`src/rtl/spi_role_pkg.sv`:
```
package spi_role_pkg;

  typedef enum logic [1:0] {
    ROLE_SLAVE  = 2'd0,
    ROLE_GUARD  = 2'd1,
    ROLE_MASTER = 2'd2
  } role_t;

  localparam int BYTE_W    = 8;
  localparam int IDX_W     = 2;
  localparam int REG_COUNT = 3;
  localparam int CNT_W     = $clog2(BYTE_W);

  // Command byte decode: top bit chooses read, low bits choose register
  function automatic logic cmd_is_read(input logic [BYTE_W-1:0] cmd);
    return cmd[BYTE_W-1];
  endfunction

  function automatic logic [IDX_W-1:0] cmd_index(input logic [BYTE_W-1:0] cmd);
    return cmd[IDX_W-1:0];
  endfunction

  function automatic logic index_valid(input logic [IDX_W-1:0] idx);
    return int'(idx) < REG_COUNT;
  endfunction

  // Master-role pin values
  function automatic logic fwd_clk(input logic dm_en, input logic active,
                                   input logic bit_clk);
    return dm_en & active & bit_clk;
  endfunction

  function automatic logic fwd_data(input logic dm_en, input logic active,
                                    input logic data, input logic raw);
    return dm_en ? (active & data) : raw;
  endfunction

endpackage

```
`src/rtl/rsp_sync.sv`:
```
module rsp_sync #(
  parameter int WIDTH  = 1,
  parameter int STAGES = 2
) (
  input  logic             clk,
  input  logic             rst_n,
  input  logic [WIDTH-1:0] d,
  output logic [WIDTH-1:0] q
);
  logic [WIDTH-1:0] chain [STAGES];

  generate
    for (genvar s = 0; s < STAGES; s++) begin : g_stage
      if (s == 0) begin : g_first
        always_ff @(posedge clk or negedge rst_n) begin
          if (!rst_n) chain[0] <= '0;
          else        chain[0] <= d;
        end
      end else begin : g_next
        always_ff @(posedge clk or negedge rst_n) begin
          if (!rst_n) chain[s] <= '0;
          else        chain[s] <= chain[s-1];
        end
      end
    end
  endgenerate

  assign q = chain[STAGES-1];
endmodule

```
`src/rtl/rsp_regs.sv`:
```
module rsp_regs
  import spi_role_pkg::*;
#(
  parameter logic [BYTE_W-1:0] DEF_CTRL = 8'h00,
  parameter logic [BYTE_W-1:0] DEF_ID   = 8'h5A,
  parameter logic [BYTE_W-1:0] DEF_AUX  = 8'h00
) (
  input  logic              clk,
  input  logic              rst_n,
  input  logic              wr_stb,
  input  logic [IDX_W-1:0]  wr_index,
  input  logic [BYTE_W-1:0] wr_data,
  input  logic [IDX_W-1:0]  rd_index,
  output logic [BYTE_W-1:0] rd_value,
  output logic [BYTE_W-1:0] reg_ctrl,
  output logic [BYTE_W-1:0] reg_id,
  output logic [BYTE_W-1:0] reg_aux
);
  localparam logic [REG_COUNT*BYTE_W-1:0] DEFAULTS = {DEF_AUX, DEF_ID, DEF_CTRL};

  logic [BYTE_W-1:0] bank [REG_COUNT];

  generate
    for (genvar r = 0; r < REG_COUNT; r++) begin : g_reg
      localparam logic [IDX_W-1:0] MY_IDX = IDX_W'(r);
      always_ff @(posedge clk or negedge rst_n) begin
        if (!rst_n)
          bank[r] <= DEFAULTS[r*BYTE_W +: BYTE_W];
        else if (wr_stb && index_valid(wr_index) && wr_index == MY_IDX)
          bank[r] <= wr_data;
      end
    end
  endgenerate

  always_comb begin
    rd_value = '0;
    for (int r = 0; r < REG_COUNT; r++)
      if (rd_index == IDX_W'(r)) rd_value = bank[r];
  end

  assign reg_ctrl = bank[0];
  assign reg_id   = bank[1];
  assign reg_aux  = bank[2];
endmodule

```
`src/rtl/rsp_slave.sv`:
```
module rsp_slave
  import spi_role_pkg::*;
(
  input  logic              clk,
  input  logic              rst_n,
  input  logic              enable,
  input  logic              sclk_s,
  input  logic              mosi_s,
  input  logic [BYTE_W-1:0] rd_value,
  output logic [IDX_W-1:0]  rd_index,
  output logic              wr_stb,
  output logic [IDX_W-1:0]  wr_index,
  output logic [BYTE_W-1:0] wr_data,
  output logic              sclk_rise,
  output logic              sclk_fall,
  output logic              miso
);
  logic              sclk_d;
  logic [CNT_W-1:0]  bit_cnt;
  logic              in_data;
  logic [BYTE_W-1:0] shreg;
  logic [BYTE_W-1:0] cmd_q;
  logic [BYTE_W-1:0] out_sh;
  logic              miso_q;
  logic              last_bit;
  logic [BYTE_W-1:0] byte_done;

  assign sclk_rise = enable &  sclk_s & ~sclk_d;
  assign sclk_fall = enable & ~sclk_s &  sclk_d;
  assign last_bit  = (bit_cnt == CNT_W'(BYTE_W-1));
  assign byte_done = {shreg[BYTE_W-2:0], mosi_s};

  assign rd_index = cmd_index(cmd_q);
  assign wr_index = cmd_index(cmd_q);
  assign wr_data  = byte_done;
  assign wr_stb   = sclk_fall & last_bit & in_data & ~cmd_is_read(cmd_q);
  assign miso     = miso_q;

  always_ff @(posedge clk or negedge rst_n) begin
    if (!rst_n) sclk_d <= 1'b0;
    else        sclk_d <= sclk_s;
  end

  always_ff @(posedge clk or negedge rst_n) begin
    if (!rst_n) begin
      bit_cnt <= '0;
      in_data <= 1'b0;
      shreg   <= '0;
      cmd_q   <= '0;
      out_sh  <= '0;
      miso_q  <= 1'b0;
    end else if (!enable) begin
      bit_cnt <= '0;
      in_data <= 1'b0;
      shreg   <= '0;
      cmd_q   <= '0;
      out_sh  <= '0;
      miso_q  <= 1'b0;
    end else begin
      if (sclk_fall) begin
        shreg   <= byte_done;
        bit_cnt <= bit_cnt + 1'b1;
        if (last_bit) begin
          if (!in_data) begin
            cmd_q   <= byte_done;
            in_data <= 1'b1;
          end else begin
            in_data <= 1'b0;
          end
        end
      end
      if (sclk_rise) begin
        if (in_data && cmd_is_read(cmd_q)) begin
          if (bit_cnt == '0) begin
            miso_q <= rd_value[BYTE_W-1];
            out_sh <= {rd_value[BYTE_W-2:0], 1'b0};
          end else begin
            miso_q <= out_sh[BYTE_W-1];
            out_sh <= {out_sh[BYTE_W-2:0], 1'b0};
          end
        end else begin
          miso_q <= 1'b0;
        end
      end
    end
  end
endmodule

```
`src/rtl/rsp_master.sv`:
```
module rsp_master
  import spi_role_pkg::*;
(
  input  logic clk,
  input  logic rst_n,
  input  logic drive_en,
  input  logic dm_en,
  input  logic rx_active,
  input  logic rx_clk,
  input  logic rx_data,
  input  logic rx_raw,
  output logic sclk_out,
  output logic mosi_out
);
  always_ff @(posedge clk or negedge rst_n) begin
    if (!rst_n) begin
      sclk_out <= 1'b0;
      mosi_out <= 1'b0;
    end else if (!drive_en) begin
      sclk_out <= 1'b0;
      mosi_out <= 1'b0;
    end else begin
      sclk_out <= fwd_clk(dm_en, rx_active, rx_clk);
      mosi_out <= fwd_data(dm_en, rx_active, rx_data, rx_raw);
    end
  end
endmodule

```
`src/rtl/spi_role_port.sv`:
```
module spi_role_port
  import spi_role_pkg::*;
#(
  parameter int                SYNC_STAGES = 2,
  parameter int                GUARD_CYC   = 2,
  parameter int                DM_BIT      = 7,
  parameter logic [BYTE_W-1:0] DEF_CTRL    = 8'h00,
  parameter logic [BYTE_W-1:0] DEF_ID      = 8'h5A,
  parameter logic [BYTE_W-1:0] DEF_AUX     = 8'h00
) (
  input  logic              clk,
  input  logic              rst_n,
  input  logic              mode_pin,
  input  logic              sclk_in,
  input  logic              mosi_in,
  output logic              miso,
  output logic              sclk_out,
  output logic              sclk_oe,
  output logic              mosi_out,
  output logic              mosi_oe,
  input  logic              rx_active,
  input  logic              rx_clk,
  input  logic              rx_data,
  input  logic              rx_raw,
  output logic [BYTE_W-1:0] reg_ctrl,
  output logic [BYTE_W-1:0] reg_id,
  output logic [BYTE_W-1:0] reg_aux
);
  localparam int GW = $clog2(GUARD_CYC + 1);

  logic [2:0]        pins_s;
  logic              mode_s, sclk_s, mosi_s;
  logic              mode_q;
  logic              mode_flip;
  role_t             role;
  logic [GW-1:0]     gcnt;
  logic              slave_now, master_now;
  logic              dm_en;

  logic              wr_stb;
  logic [IDX_W-1:0]  wr_index;
  logic [BYTE_W-1:0] wr_data;
  logic [IDX_W-1:0]  rd_index;
  logic [BYTE_W-1:0] rd_value;
  logic              sclk_rise, sclk_fall;

  rsp_sync #(.WIDTH(3), .STAGES(SYNC_STAGES)) u_sync (
    .clk   (clk),
    .rst_n (rst_n),
    .d     ({mode_pin, sclk_in, mosi_in}),
    .q     (pins_s)
  );
  assign {mode_s, sclk_s, mosi_s} = pins_s;

  assign mode_flip = mode_s ^ mode_q;

  always_ff @(posedge clk or negedge rst_n) begin
    if (!rst_n) begin
      mode_q <= 1'b0;
      role   <= ROLE_SLAVE;
      gcnt   <= '0;
    end else begin
      mode_q <= mode_s;
      if (mode_flip) begin
        role <= ROLE_GUARD;
        gcnt <= '0;
      end else if (role == ROLE_GUARD) begin
        if (gcnt == GW'(GUARD_CYC - 1)) begin
          role <= mode_q ? ROLE_MASTER : ROLE_SLAVE;
          gcnt <= '0;
        end else begin
          gcnt <= gcnt + 1'b1;
        end
      end
    end
  end

  assign slave_now  = (role == ROLE_SLAVE);
  assign master_now = (role == ROLE_MASTER);
  assign sclk_oe    = master_now;
  assign mosi_oe    = master_now;
  assign dm_en      = reg_ctrl[DM_BIT];

  rsp_slave u_slave (
    .clk       (clk),
    .rst_n     (rst_n),
    .enable    (slave_now),
    .sclk_s    (sclk_s),
    .mosi_s    (mosi_s),
    .rd_value  (rd_value),
    .rd_index  (rd_index),
    .wr_stb    (wr_stb),
    .wr_index  (wr_index),
    .wr_data   (wr_data),
    .sclk_rise (sclk_rise),
    .sclk_fall (sclk_fall),
    .miso      (miso)
  );

  rsp_regs #(
    .DEF_CTRL (DEF_CTRL),
    .DEF_ID   (DEF_ID),
    .DEF_AUX  (DEF_AUX)
  ) u_regs (
    .clk      (clk),
    .rst_n    (rst_n),
    .wr_stb   (wr_stb),
    .wr_index (wr_index),
    .wr_data  (wr_data),
    .rd_index (rd_index),
    .rd_value (rd_value),
    .reg_ctrl (reg_ctrl),
    .reg_id   (reg_id),
    .reg_aux  (reg_aux)
  );

  rsp_master u_master (
    .clk       (clk),
    .rst_n     (rst_n),
    .drive_en  (master_now),
    .dm_en     (dm_en),
    .rx_active (rx_active),
    .rx_clk    (rx_clk),
    .rx_data   (rx_data),
    .rx_raw    (rx_raw),
    .sclk_out  (sclk_out),
    .mosi_out  (mosi_out)
  );
endmodule

```
`config.mk`:
```
export PLATFORM = sky130hd
export DESIGN_NAME = spi_role_port
export DESIGN_NICKNAME = d
export VERILOG_FILES = /design/src/rtl/spi_role_pkg.sv /design/src/rtl/rsp_sync.sv /design/src/rtl/rsp_regs.sv /design/src/rtl/rsp_slave.sv /design/src/rtl/rsp_master.sv /design/src/rtl/spi_role_port.sv
export SDC_FILE = /design/constraint.sdc
export NUM_CORES = 1
export LEC_CHECK = 0
export ABC_AREA = 1
export BUFFER_PORTS_ARGS = -buffer_cell sky130_fd_sc_hd__clkbuf_2
export CAP_MARGIN = 20
export CORE_MARGIN = 2
export CORE_UTILIZATION = 33
export CTS_CLUSTER_SIZE = 28
export DETAILED_ROUTE_END_ITERATION = 8
export HOLD_SLACK_MARGIN = 0.03
export REMOVE_ABC_BUFFERS = 1
export SLEW_MARGIN = 25
export SYNTH_ARGS = -nofsm -noshare
export SYNTH_HDL_FRONTEND = slang
export SYNTH_SLANG_ARGS = --single-unit
```
`constraint.sdc`:
```
create_clock -name clk -period 2.2 [get_ports clk]
set_input_delay 0.33 -clock clk [delete_from_list [all_inputs] [get_ports clk]]
set_output_delay 0.33 -clock clk [all_outputs]
set_load 0.02 [all_outputs]
```
==> summary.md, run 1 <==
| Metric | Value |
|---|---|
| Slowest CP cell | `dfrtp_1` |
| P&R area growth vs syn | `18.78%` |
| Cells along the critical path | `ha_1 -> ha_1 -> nand3_4 -> nor2_8 -> nand2_2 -> nand2_1 -> nand2_1` |
| CP Buf/Inv Count | `0` |
| Hold Crit Endpoint | `u_sync.chain[3]` |
| CTS sink count | `60` |
| Post-detail-place hpwl | `4.433 mm` |
| F_max | `608.0 MHz` |
| Routability cong. | `0.8035` |
| Maxcap violations | `0` |
| Synth warnings | `0` |
| Num CTS Buffers | `9` |
| Slew Limit Fails | `0` |
| Initial core utilization | `34.39%` |
| Bufs on Longest Clock Path | `2` |
| Endpoints failing setup | `0` |
| CP Capture Type | `register` |
| Die Ht | `94.21 um` |
| Grt total ovfl | `0` |
| Hold Crit Depth | `1` |
| Drt drc | `0` |
| Slew @ Worst Pin | `0.6593 ns` |
| WL final | `5.966 mm` |
| Nets | `373` |
| Core ar. | `0.007807 mm2` |
| Vias in the first global route | `2111` |
| Vias | `2155` |
| Path type of the worst setup path | `register to register` |
| Crit path time final | `1.645 ns` |
| Placed cell area | `0.002963 mm2` |
| Gr usage total | `15.33%` |
| Period Utilization, post-route | `74.76%` |
| Setup TNS Final | `0 ns` |
| Max Clock Skew | `0.005682 ns` |
| Clk Latency, worst-skew pair | `0.34 ns` |
| Share of cells above drive strength 1 | `19.73%` |
| Synth Register Bits | `60` |
| Worst r2r dst | `u_regs.reg_id[7]` |
| Power density over cell area | `745.6 mW/mm2` |
| Die Area | `0.008875 mm2` |
| Initial antenna violation count | `0` |
| Post-cts repair resize count | `0` |
| Worst slack at placement | `0.5307 ns` |
| Status | `completed` |
| Worst r2r src | `u_slave.bit_cnt[1]` |
| Final hold violation count | `0` |
| CP Launch Type | `register` |
| Root Driver | `clkbuf_8` |
| Largest net degree at the start of global routing | `28` |
| Setup ws final | `0.5553 ns` |
| WL/cell | `12.78 um` |
| Cells after synthesis | `317` |
| Rel. slew slack | `56.05%` |
| Fill cells | `811` |
| Fin util | `40.85%` |
| Reg-to-reg slack, setup | `0.56 ns` |
| Worst hold path type | `primary input to register` |
| First-pass GRT wire length | `10.23 mm` |
| Leakage | `1.751 nW` |
| Synth cell types | `21` |
| Delay-heaviest family, CP | `simple AND/OR/NAND/NOR gates` |
| Syn Std Cell Area | `0.002685 mm2` |
| Core Rows | `32` |
| Clk slew on worst S/H paths | `0.07 ns` |
| Req. time, crit path | `2.43 ns` |
| ANT cells | `0` |
| Cells on worst reg2reg path | `7` |
| Vias per cell | `4.615` |
| WHS | `0.09122 ns` |
| Design area | `0.003189 mm2` |
| Avg Cell Area, Syn | `8.470 um2` |
| Maximum VDD drop | `0.0003560 V` |
| Worst-path fanout max | `27` |
| Ports | `38` |
| Post-synthesis sequential area ratio | `56.10%` |
| Die X | `94.21 um` |
| Port Buffers | `37` |
| Hold_sp | `mosi_in` |
| Final ANT Viol Nets | `0` |
| Drt initial violations | `107` |
| H-tree depth | `3` |
| RSZ-0062 raised after global routing | `no` |
| Crit-path max cell delay | `0.36 ns` |
| Pre-Repair DR Iteration Count | `4` |
| Crit path DAT | `1.88 ns` |
| CTS tree | `built` |
cell families (layout without fill, tap and decap cells):
kind of cell | after synthesis | count (layout) | synth area share, %
simple gates | 199 | 199 | 32.06
flops | 60 | 60 | 56.10
buf+inv | 37 | 85 | 6.524
compound gates | 17 | 17 | 3.448
fa+ha+maj | 4 | 4 | 1.864
where the power goes:
part	leakage [nW]	internal (mW)	switching [mW]	total, mW
Combinational	0.839	0.0437	0.107	0.151
Sequential	0.799	1.13	0.0189	1.15
Clock	0.113	0.663	0.419	1.08
Total	1.75	1.83	0.545	2.38
registers in the layout, indices dropped and copies added, names as in the netlist:
register	cells
gcnt	2
mode_q	1
role	2
u_master.mosi_out	1
u_master.sclk_out	1
u_regs.reg_aux	8
u_regs.reg_ctrl	8
u_regs.reg_id	8
u_slave.bit_cnt	3
u_slave.cmd_q	3
u_slave.in_data	1
u_slave.miso	1
u_slave.out_sh	7
u_slave.sclk_d	1
u_slave.shreg	7
u_sync.chain	3
u_sync.q	3
metrics by stage:
| stage | cells | total power [mW] |
|---|---|---|
| final | 467 | 2.378 |
| after global routing | 467 | 2.491 |
| after CTS | 467 | 2.409 |
| after detailed placement | 450 | 1.319 |
| after global placement | 450 | 1.317 |
| after floorplan | 308 | 1.250 |
repair_timing:
item                       CTS  global route
hold endpoints to repair    18             0
setup endpoints to repair    0             0
hold buffers                 1             0
setup buffers                0             0
cell usage after synthesis (all sizes together):
cell	number	area (um2)
a21oi	5	25.02
a31oi	1	6.260
buf	9	70.07
dfrtp	56	1401
dfstp	4	105.1
ha	4	50.05
inv	28	105.1
nand2	132	505.5
nand3	36	192.7
nand4	3	18.77
nor2	28	143.9
o21ai	6	30.03
o22ai	5	31.28
area by class of cell:
cell class / instances / area [um2] / area share, %
repair buffers: 41 / 230.2 / 7.219
inverters: 28 / 105.1 / 3.295
well taps: 102 / 127.6 / 4.002
clock inverters: 5 / 75.07 / 2.354
clock buffers: 11 / 141.4 / 4.433
flip-flops and latches: 60 / 1506 / 47.23
multi-input cells: 220 / 1003 / 31.46
worst reg2reg max path, delay by kind of cell (launching register included):
family | cells | cell delay [ns]
adders and majority gates | 2 | 0.37
DFF | 1 | 0.36
and+or+nand+nor | 5 | 0.80
how the worst max path moves through the flow:
stage,from,to,slack [ns],cells after the start
2_1_floorplan,u_slave.bit_cnt[0],u_regs.reg_ctrl[7],0.77,7
3_3_place_gp,u_slave.cmd_q[0],u_regs.reg_id[0],0.59,5
3_5_place_dp,u_slave.bit_cnt[1],u_regs.reg_id[2],0.53,7
4_1_cts,u_slave.bit_cnt[1],u_regs.reg_id[7],0.53,7
5_1_grt,u_slave.bit_cnt[1],u_regs.reg_id[7],0.37,7
6_report,u_slave.bit_cnt[1],u_regs.reg_id[7],0.56,7
cell usage in the layout, fill, tap and decap left out, drive strengths merged:
master       count
a21oi            5
a31oi            1
bufinv           2
dfstp            4
buf              3
o22ai            5
o21ai            6
dlygate4sd3      1
ha               4
nand2          132
clkinv           3
nand3           36
nand4            3
clkbuf          48
nor2            28
dfrtp           56
inv             28
routing by layer:
| layer | wire [um] | vias up | global-route usage (%) |
|---|---|---|---|
| li1 | - | 1080 | - |
| met1 | 2788 | 1024 | 20.61 |
| met2 | 2791 | 40 | 22.74 |
| met3 | 260 | 11 | 3.933 |
| met4 | 125 | 0 | 7.971 |
| met5 | 0 | - | 0 |
No activity file was read; power rests on OpenSTA's default activity.
==> run 2, diff against run 1 <==
==> constraint.sdc (replaced) <==
create_clock -name clk -period 1.5 [get_ports clk]
set_input_delay 0.225 -clock clk [delete_from_list [all_inputs] [get_ports clk]]
set_output_delay 0.225 -clock clk [all_outputs]
set_load 0.02 [all_outputs]
==> summary.md, run 2 (synthesized netlist as in run 1, its figures left out) <==
| Metric | Value |
|---|---|
| H-tree depth | `3 (unchanged)` |
| Clk Latency, worst-skew pair | `0.34 ns (about the same)` |
| P&R area growth vs syn | `27.87% (was 18.78%)` |
| Slew @ Worst Pin | `0.3693 ns (was 0.6593 ns)` |
| Die Area | `0.008875 mm2 (unchanged)` |
| CP Capture Type | `register (unchanged)` |
| Clk slew on worst S/H paths | `0.07 ns (about the same)` |
| ANT cells | `0 (unchanged)` |
| Fill cells | `796 (was 811)` |
| Path type of the worst setup path | `register to register (unchanged)` |
| Vias per cell | `4.567 (was 4.615)` |
| Delay-heaviest family, CP | `simple AND/OR/NAND/NOR gates (unchanged)` |
| Status | `completed (unchanged)` |
| Die Ht | `94.21 um (unchanged)` |
| Fin cells | `490 (was 467)` |
| Share of cells above drive strength 1 | `25.52% (was 19.73%)` |
| Reg-to-reg slack, setup | `0.02 ns (was 0.56 ns)` |
| Drt drc | `0 (unchanged)` |
| Worst-path fanout max | `8 (was 27)` |
| First-pass GRT wire length | `10.21 mm (was 10.23 mm)` |
| Crit path time final | `1.480 ns (was 1.645 ns)` |
| Hold Crit Endpoint | `u_master.sclk_out (was u_sync.chain[3])` |
| Ports | `38 (unchanged)` |
| Period Utilization, post-route | `98.69% (was 74.76%)` |
| Hold Crit Depth | `3 (was 1)` |
| Post-detail-place hpwl | `4.430 mm (was 4.433 mm)` |
| Routability cong. | `0.7585 (was 0.8035)` |
| Num CTS Buffers | `9 (unchanged)` |
| Leakage | `1.878 nW (was 1.751 nW)` |
| Largest net degree at the start of global routing | `61 (was 28)` |
| Pre-Repair DR Iteration Count | `4 (unchanged)` |
| Setup ws final | `0.01968 ns (was 0.5553 ns)` |
| Core ar. | `0.007807 mm2 (unchanged)` |
| Crit path DAT | `1.77 ns (was 1.88 ns)` |
| WHS | `0.09016 ns (was 0.09122 ns)` |
| Rel. slew slack | `75.32% (was 56.05%)` |
| Final hold violation count | `0 (unchanged)` |
| Die X | `94.21 um (unchanged)` |
| Dpl cells | `465 (was 450)` |
| Gr usage total | `15.32% (was 15.33%)` |
| CTS tree | `built (unchanged)` |
| RSZ-0062 raised after global routing | `yes (was no)` |
| Vias | `2238 (was 2155)` |
| Nets | `396 (was 373)` |
| Vias in the first global route | `2109 (was 2111)` |
| Endpoints failing setup | `0 (unchanged)` |
| Power density over cell area | `988.1 mW/mm2 (was 745.6 mW/mm2)` |
| F_max | `675.5 MHz (was 608.0 MHz)` |
| Slew Limit Fails | `0 (unchanged)` |
| Drt initial violations | `202 (was 107)` |
| Max Clock Skew | `0.006751 ns (was 0.005682 ns)` |
| Slowest CP cell | `dfrtp_1 (unchanged)` |
| Grt total ovfl | `0 (unchanged)` |
| Worst hold path type | `primary input to register (unchanged)` |
| WL/cell | `12.99 um (was 12.78 um)` |
| Worst slack at placement | `0.05867 ns (was 0.5307 ns)` |
| Hold_sp | `rx_clk (was mosi_in)` |
| CTS sink count | `60 (unchanged)` |
| CP Launch Type | `register (unchanged)` |
| Root Driver | `clkbuf_8 (unchanged)` |
| Crit-path max cell delay | `0.36 ns (about the same)` |
| Maxcap violations | `0 (unchanged)` |
| Most frequent cells in the layout | `125 x nand2_1, 55 x dfrtp_1, 35 x clkbuf_2, 32 x nand3_1, 25 x inv_1 (was 128 x nand2_1, 56 x dfrtp_1, 37 x clkbuf_2, 35 x nand3_1, 26 x inv_1)` |
| Final ANT Viol Nets | `0 (unchanged)` |
| Port Buffers | `37 (unchanged)` |
| CP Buf/Inv Count | `1 (was 0)` |
| Maximum VDD drop | `0.0005575 V (was 0.0003560 V)` |
| Bufs on Longest Clock Path | `2 (unchanged)` |
| Initial antenna violation count | `0 (unchanged)` |
| Commonest non-fill, non-tap cell in the layout | `nand2_1 (unchanged)` |
| Cells on worst reg2reg path | `7 (unchanged)` |
| Initial core utilization | `34.39% (unchanged)` |
| Req. time, crit path | `1.78 ns (was 2.43 ns)` |
| Final Power | `3.392 mW (was 2.378 mW)` |
| Worst r2r dst | `u_regs.reg_id[4] (was u_regs.reg_id[7])` |
| Cells along the critical path | `ha_2 -> ha_4 -> nand3_4 -> nor2_8 -> clkbuf_16 -> nand3_1 -> nand2_1 (was ha_1 -> ha_1 -> nand3_4 -> nor2_8 -> nand2_2 -> nand2_1 -> nand2_1)` |
| Worst r2r src | `u_slave.bit_cnt[1] (unchanged)` |
| WL final | `6.367 mm (was 5.966 mm)` |
| Core Rows | `32 (unchanged)` |
-- run 2: cell types whose count changed in the layout (fill, tap and decap cells not counted), sizes merged --
cell,delta
buf,+19
clkbuf,+4
dlygate4sd3,+3
clkinv,-2
bufinv,-1
-- run 2: worst max path at each step --
stage                            start  cells past startpoint  slack, ns                 end
CTS                            role[0]                      5       0.03             sclk_oe
floorplan           u_slave.bit_cnt[0]                      7       0.07  u_regs.reg_ctrl[7]
global route        u_slave.bit_cnt[0]                      7      -0.05    u_regs.reg_id[4]
global placement    u_slave.bit_cnt[0]                      7       0.07   u_regs.reg_aux[4]
detailed placement  u_slave.bit_cnt[0]                      7       0.06   u_regs.reg_aux[4]
finish              u_slave.bit_cnt[1]                      7       0.02    u_regs.reg_id[4]
-- run 2: worst min-delay path: stages --
cell      delay, ns
clkbuf_2       0.08
nand3_1        0.06
nor2_1         0.04
-- run 2: final cells by class --
| class | count | area [um2] | share of cell area (%) |
|---|---|---|---|
| Sequential cell | 60 | 1508 | 43.91 |
| Multi-Input combinational cell | 220 | 1056 | 30.76 |
| Timing Repair Buffer | 64 | 449.2 | 13.08 |
| Clock buffer | 14 | 152.6 | 4.446 |
| Tap cell | 102 | 127.6 | 3.717 |
| Inverter | 28 | 105.1 | 3.061 |
| Clock inverter | 2 | 35.03 | 1.020 |
-- run 2: metal layers --
layer	part of all wire, %	up-vias	routed length, um	global-route usage, %
met4	1.6	0	102	6.522
li1	-	1131	-	-
met5	0	-	0	0
met2	46	40	2953	22.50
met1	49	1056	3103	21.18
met3	3.3	11	208	4.254
-- run 2: power by group --
group          switching (mW)  total, mW  internal [mW]
combinational           0.173      0.284          0.111
sequential             0.0232       1.67           1.65
clock                   0.620       1.43          0.813
total                   0.816       3.39           2.58
-- run 2: timing repair --
action,CTS,global route
cloned,0,1
pin swaps,0,4
resized for setup,2,15
hold buffers,4,0
hold endpoints to repair,59,0
buffers inserted,1,3
endpoints found under the setup margin,2,28
-- run 2: through the flow --
step	TNS (ns)	area, um2	util [%]
floorplan	0	2615	-
global placement	0	3088	39.55
detailed placement	0	3088	39.55
CTS	0	3328	42.63
global route	-0.6274	3433	43.97
finish	0	3433	43.97
==> run 3, diff against run 2 <==
--- a/config.mk
+++ b/config.mk
@@ -9,10 +9,11 @@
 export BUFFER_PORTS_ARGS = -buffer_cell sky130_fd_sc_hd__clkbuf_2
 export CAP_MARGIN = 20
 export CORE_MARGIN = 2
-export CORE_UTILIZATION = 33
+export CORE_UTILIZATION = 45
 export CTS_CLUSTER_SIZE = 28
 export DETAILED_ROUTE_END_ITERATION = 8
 export HOLD_SLACK_MARGIN = 0.03
+export PLACE_DENSITY = 0.68
 export REMOVE_ABC_BUFFERS = 1
 export SLEW_MARGIN = 25
 export SYNTH_ARGS = -nofsm -noshare
==> summary.md, run 3 (synthesized netlist as in run 1, its figures left out) <==
| Metric | Value |
|---|---|
| Largest net degree at the start of global routing | `61 (unchanged)` |
| Worst-path fanout max | `8 (unchanged)` |
| Routed wl met2 | `2.889 mm (was 2.953 mm)` |
| Dpl cells | `435 (was 465)` |
| Clk Latency, worst-skew pair | `0.34 ns (about the same)` |
| Rel. slew slack | `74.52% (was 75.32%)` |
| Fill cells | `513 (was 796)` |
| Nets | `388 (was 396)` |
| Setup ws final | `0.07500 ns (was 0.01968 ns)` |
| Crit path time final | `1.425 ns (was 1.480 ns)` |
| Vias in the first global route | `2139 (was 2109)` |
| F_max | `701.8 MHz (was 675.5 MHz)` |
| Gr usage total | `20.63% (was 15.32%)` |
| WHS | `0.1033 ns (was 0.09016 ns)` |
| Slew @ Worst Pin | `0.3822 ns (was 0.3693 ns)` |
| Slew Limit Fails | `0 (unchanged)` |
| First-pass GRT wire length | `10.15 mm (was 10.21 mm)` |
| Routability cong. | `0.7622 (was 0.7585)` |
| Vias per cell | `4.866 (was 4.567)` |
| Final Power | `3.556 mW (was 3.392 mW)` |
| CP Capture Type | `register (unchanged)` |
| Maximum VDD drop | `0.0006517 V (was 0.0005575 V)` |
| Drt initial violations | `141 (was 202)` |
| Max Clock Skew | `0.008722 ns (was 0.006751 ns)` |
| P&R area growth vs syn | `24.04% (was 27.87%)` |
| Endpoints failing setup | `0 (unchanged)` |
| Power density over cell area | `1068 mW/mm2 (was 988.1 mW/mm2)` |
| Met3 WL | `309 um (was 208 um)` |
| Leakage | `1.855 nW (was 1.878 nW)` |
| Post-CTS setup buffers | `0 (was 1)` |
| Design area | `0.003331 mm2 (was 0.003433 mm2)` |
| Top sig layer | `met4 (unchanged)` |
| Req. time, crit path | `1.78 ns (about the same)` |
| Clk slew on worst S/H paths | `0.07 ns (about the same)` |
| WL/cell | `13.13 um (was 12.99 um)` |
| Die X | `81.25 um (was 94.21 um)` |
| Crit path DAT | `1.70 ns (was 1.77 ns)` |
| Post-detail-place hpwl | `4.303 mm (was 4.430 mm)` |
| CP Launch Type | `register (unchanged)` |
| Share of cells above drive strength 1 | `22.63% (was 25.52%)` |
| Final ANT Viol Nets | `0 (unchanged)` |
| Path type of the worst setup path | `register to register (unchanged)` |
| Die Area | `0.006601 mm2 (was 0.008875 mm2)` |
| CTS sink count | `60 (unchanged)` |
| Placed cell area | `0.003044 mm2 (was 0.003088 mm2)` |
| CTS tree | `built (unchanged)` |
| Core Rows | `28 (was 32)` |
| Most frequent cells in the layout | `128 x nand2_1, 56 x dfrtp_1, 37 x clkbuf_2, 35 x nand3_1, 26 x inv_1 (was 125 x nand2_1, 55 x dfrtp_1, 35 x clkbuf_2, 32 x nand3_1, 25 x inv_1)` |
| Num CTS Buffers | `9 (unchanged)` |
| H-tree depth | `3 (unchanged)` |
| Core ar. | `0.005851 mm2 (was 0.007807 mm2)` |
| Die Ht | `81.25 um (was 94.21 um)` |
| Grt total ovfl | `0 (unchanged)` |
| Commonest non-fill, non-tap cell in the layout | `nand2_1 (unchanged)` |
| Ports | `38 (unchanged)` |
| Root Driver | `clkbuf_8 (unchanged)` |
| RSZ-0062 raised after global routing | `yes (unchanged)` |
| Drt drc | `0 (unchanged)` |
| Status | `completed (unchanged)` |
| Worst slack at placement | `0.08149 ns (was 0.05867 ns)` |
| Bufs on Longest Clock Path | `2 (unchanged)` |
| Period Utilization, post-route | `95.00% (was 98.69%)` |
| WL final | `5.974 mm (was 6.367 mm)` |
| Final hold violation count | `0 (unchanged)` |
| Initial antenna violation count | `0 (unchanged)` |
| Maxcap violations | `0 (unchanged)` |
| ANT cells | `0 (unchanged)` |
| Pre-Repair DR Iteration Count | `4 (unchanged)` |
| Fin cells | `455 (was 490)` |
| Met1 wire length | `2.690 mm (was 3.103 mm)` |
| Port Buffers | `37 (unchanged)` |
| Worst hold path type | `primary input to register (unchanged)` |
| Vias | `2214 (was 2238)` |
| Initial core utilization | `45.89% (was 34.39%)` |
[run 3: cell types whose count changed in the layout (fill, tap and decap cells not counted), sizes merged]
cell      previous run  this run
clkinvlp             0         3
buf                 22        15
bufinv               1         2
clkbuf              52        47
[run 3: what timing repair did]
| item | CTS | global route |
|---|---|---|
| setup endpoints to repair | 0 | 23 |
| endpoints found under the hold margin | 59 | 0 |
| hold buffers | 4 | 0 |
| resized for setup | 0 | 5 |
[run 3: cell type report]
class	count	area, um2	share of cell area (%)
Clock inverter	6	87.58	2.630
Inverter	28	105.1	3.156
Tap cell	75	93.84	2.817
Timing Repair Buffer	56	379.1	11.38
Clock buffer	10	137.6	4.132
Sequential cell	60	1506	45.23
Multi-Input combinational cell	220	1021	30.65
[run 3: power breakdown]
part | switching [mW] | internal (mW)
clock | 0.644 | 0.976
sequential | 0.0276 | 1.65
combinational | 0.164 | 0.0938
[run 3: critical path: stages, from the launching register on]
cell	delay [ns]
dfrtp_1	0.57
inv_1	0.09
nor2_2	0.20
buf_4	0.21
nand2_1	0.06
nand3_1	0.09
nand2_1	0.06
nand2_1	0.07
[run 3: stage by stage]
stage	TNS [ns]	util, %
CTS	0	56.57
global route	-0.2616	56.93
floorplan	0	-
global placement	0	52.03
finish	0	56.93
detailed placement	0	52.03
[run 3: layer usage]
metal | track usage (%) | up-vias
li1 | - | 1112
met1 | 27.55 | 1037
met2 | 31.90 | 56
met3 | 5.556 | 9
met4 | 8.475 | 0
met5 | 0 | -
[run 3: final timing paths]
kind / from / to / slack, ns / depth (start not counted)
min reg2reg: u_sync.chain[3] / u_sync.q[0] / 0.35 / 0
max reg2reg: u_slave.cmd_q[0] / u_slave.out_sh[1] / 0.07 / 7
max in group asynchronous: rst_n / u_regs.reg_id[4] / 0.75 / 3
max: u_slave.cmd_q[0] / u_slave.out_sh[1] / 0.07 / 7
min in group asynchronous: rst_n / u_slave.out_sh[4] / 0.43 / 3
min: rx_clk / u_master.sclk_out / 0.10 / 3
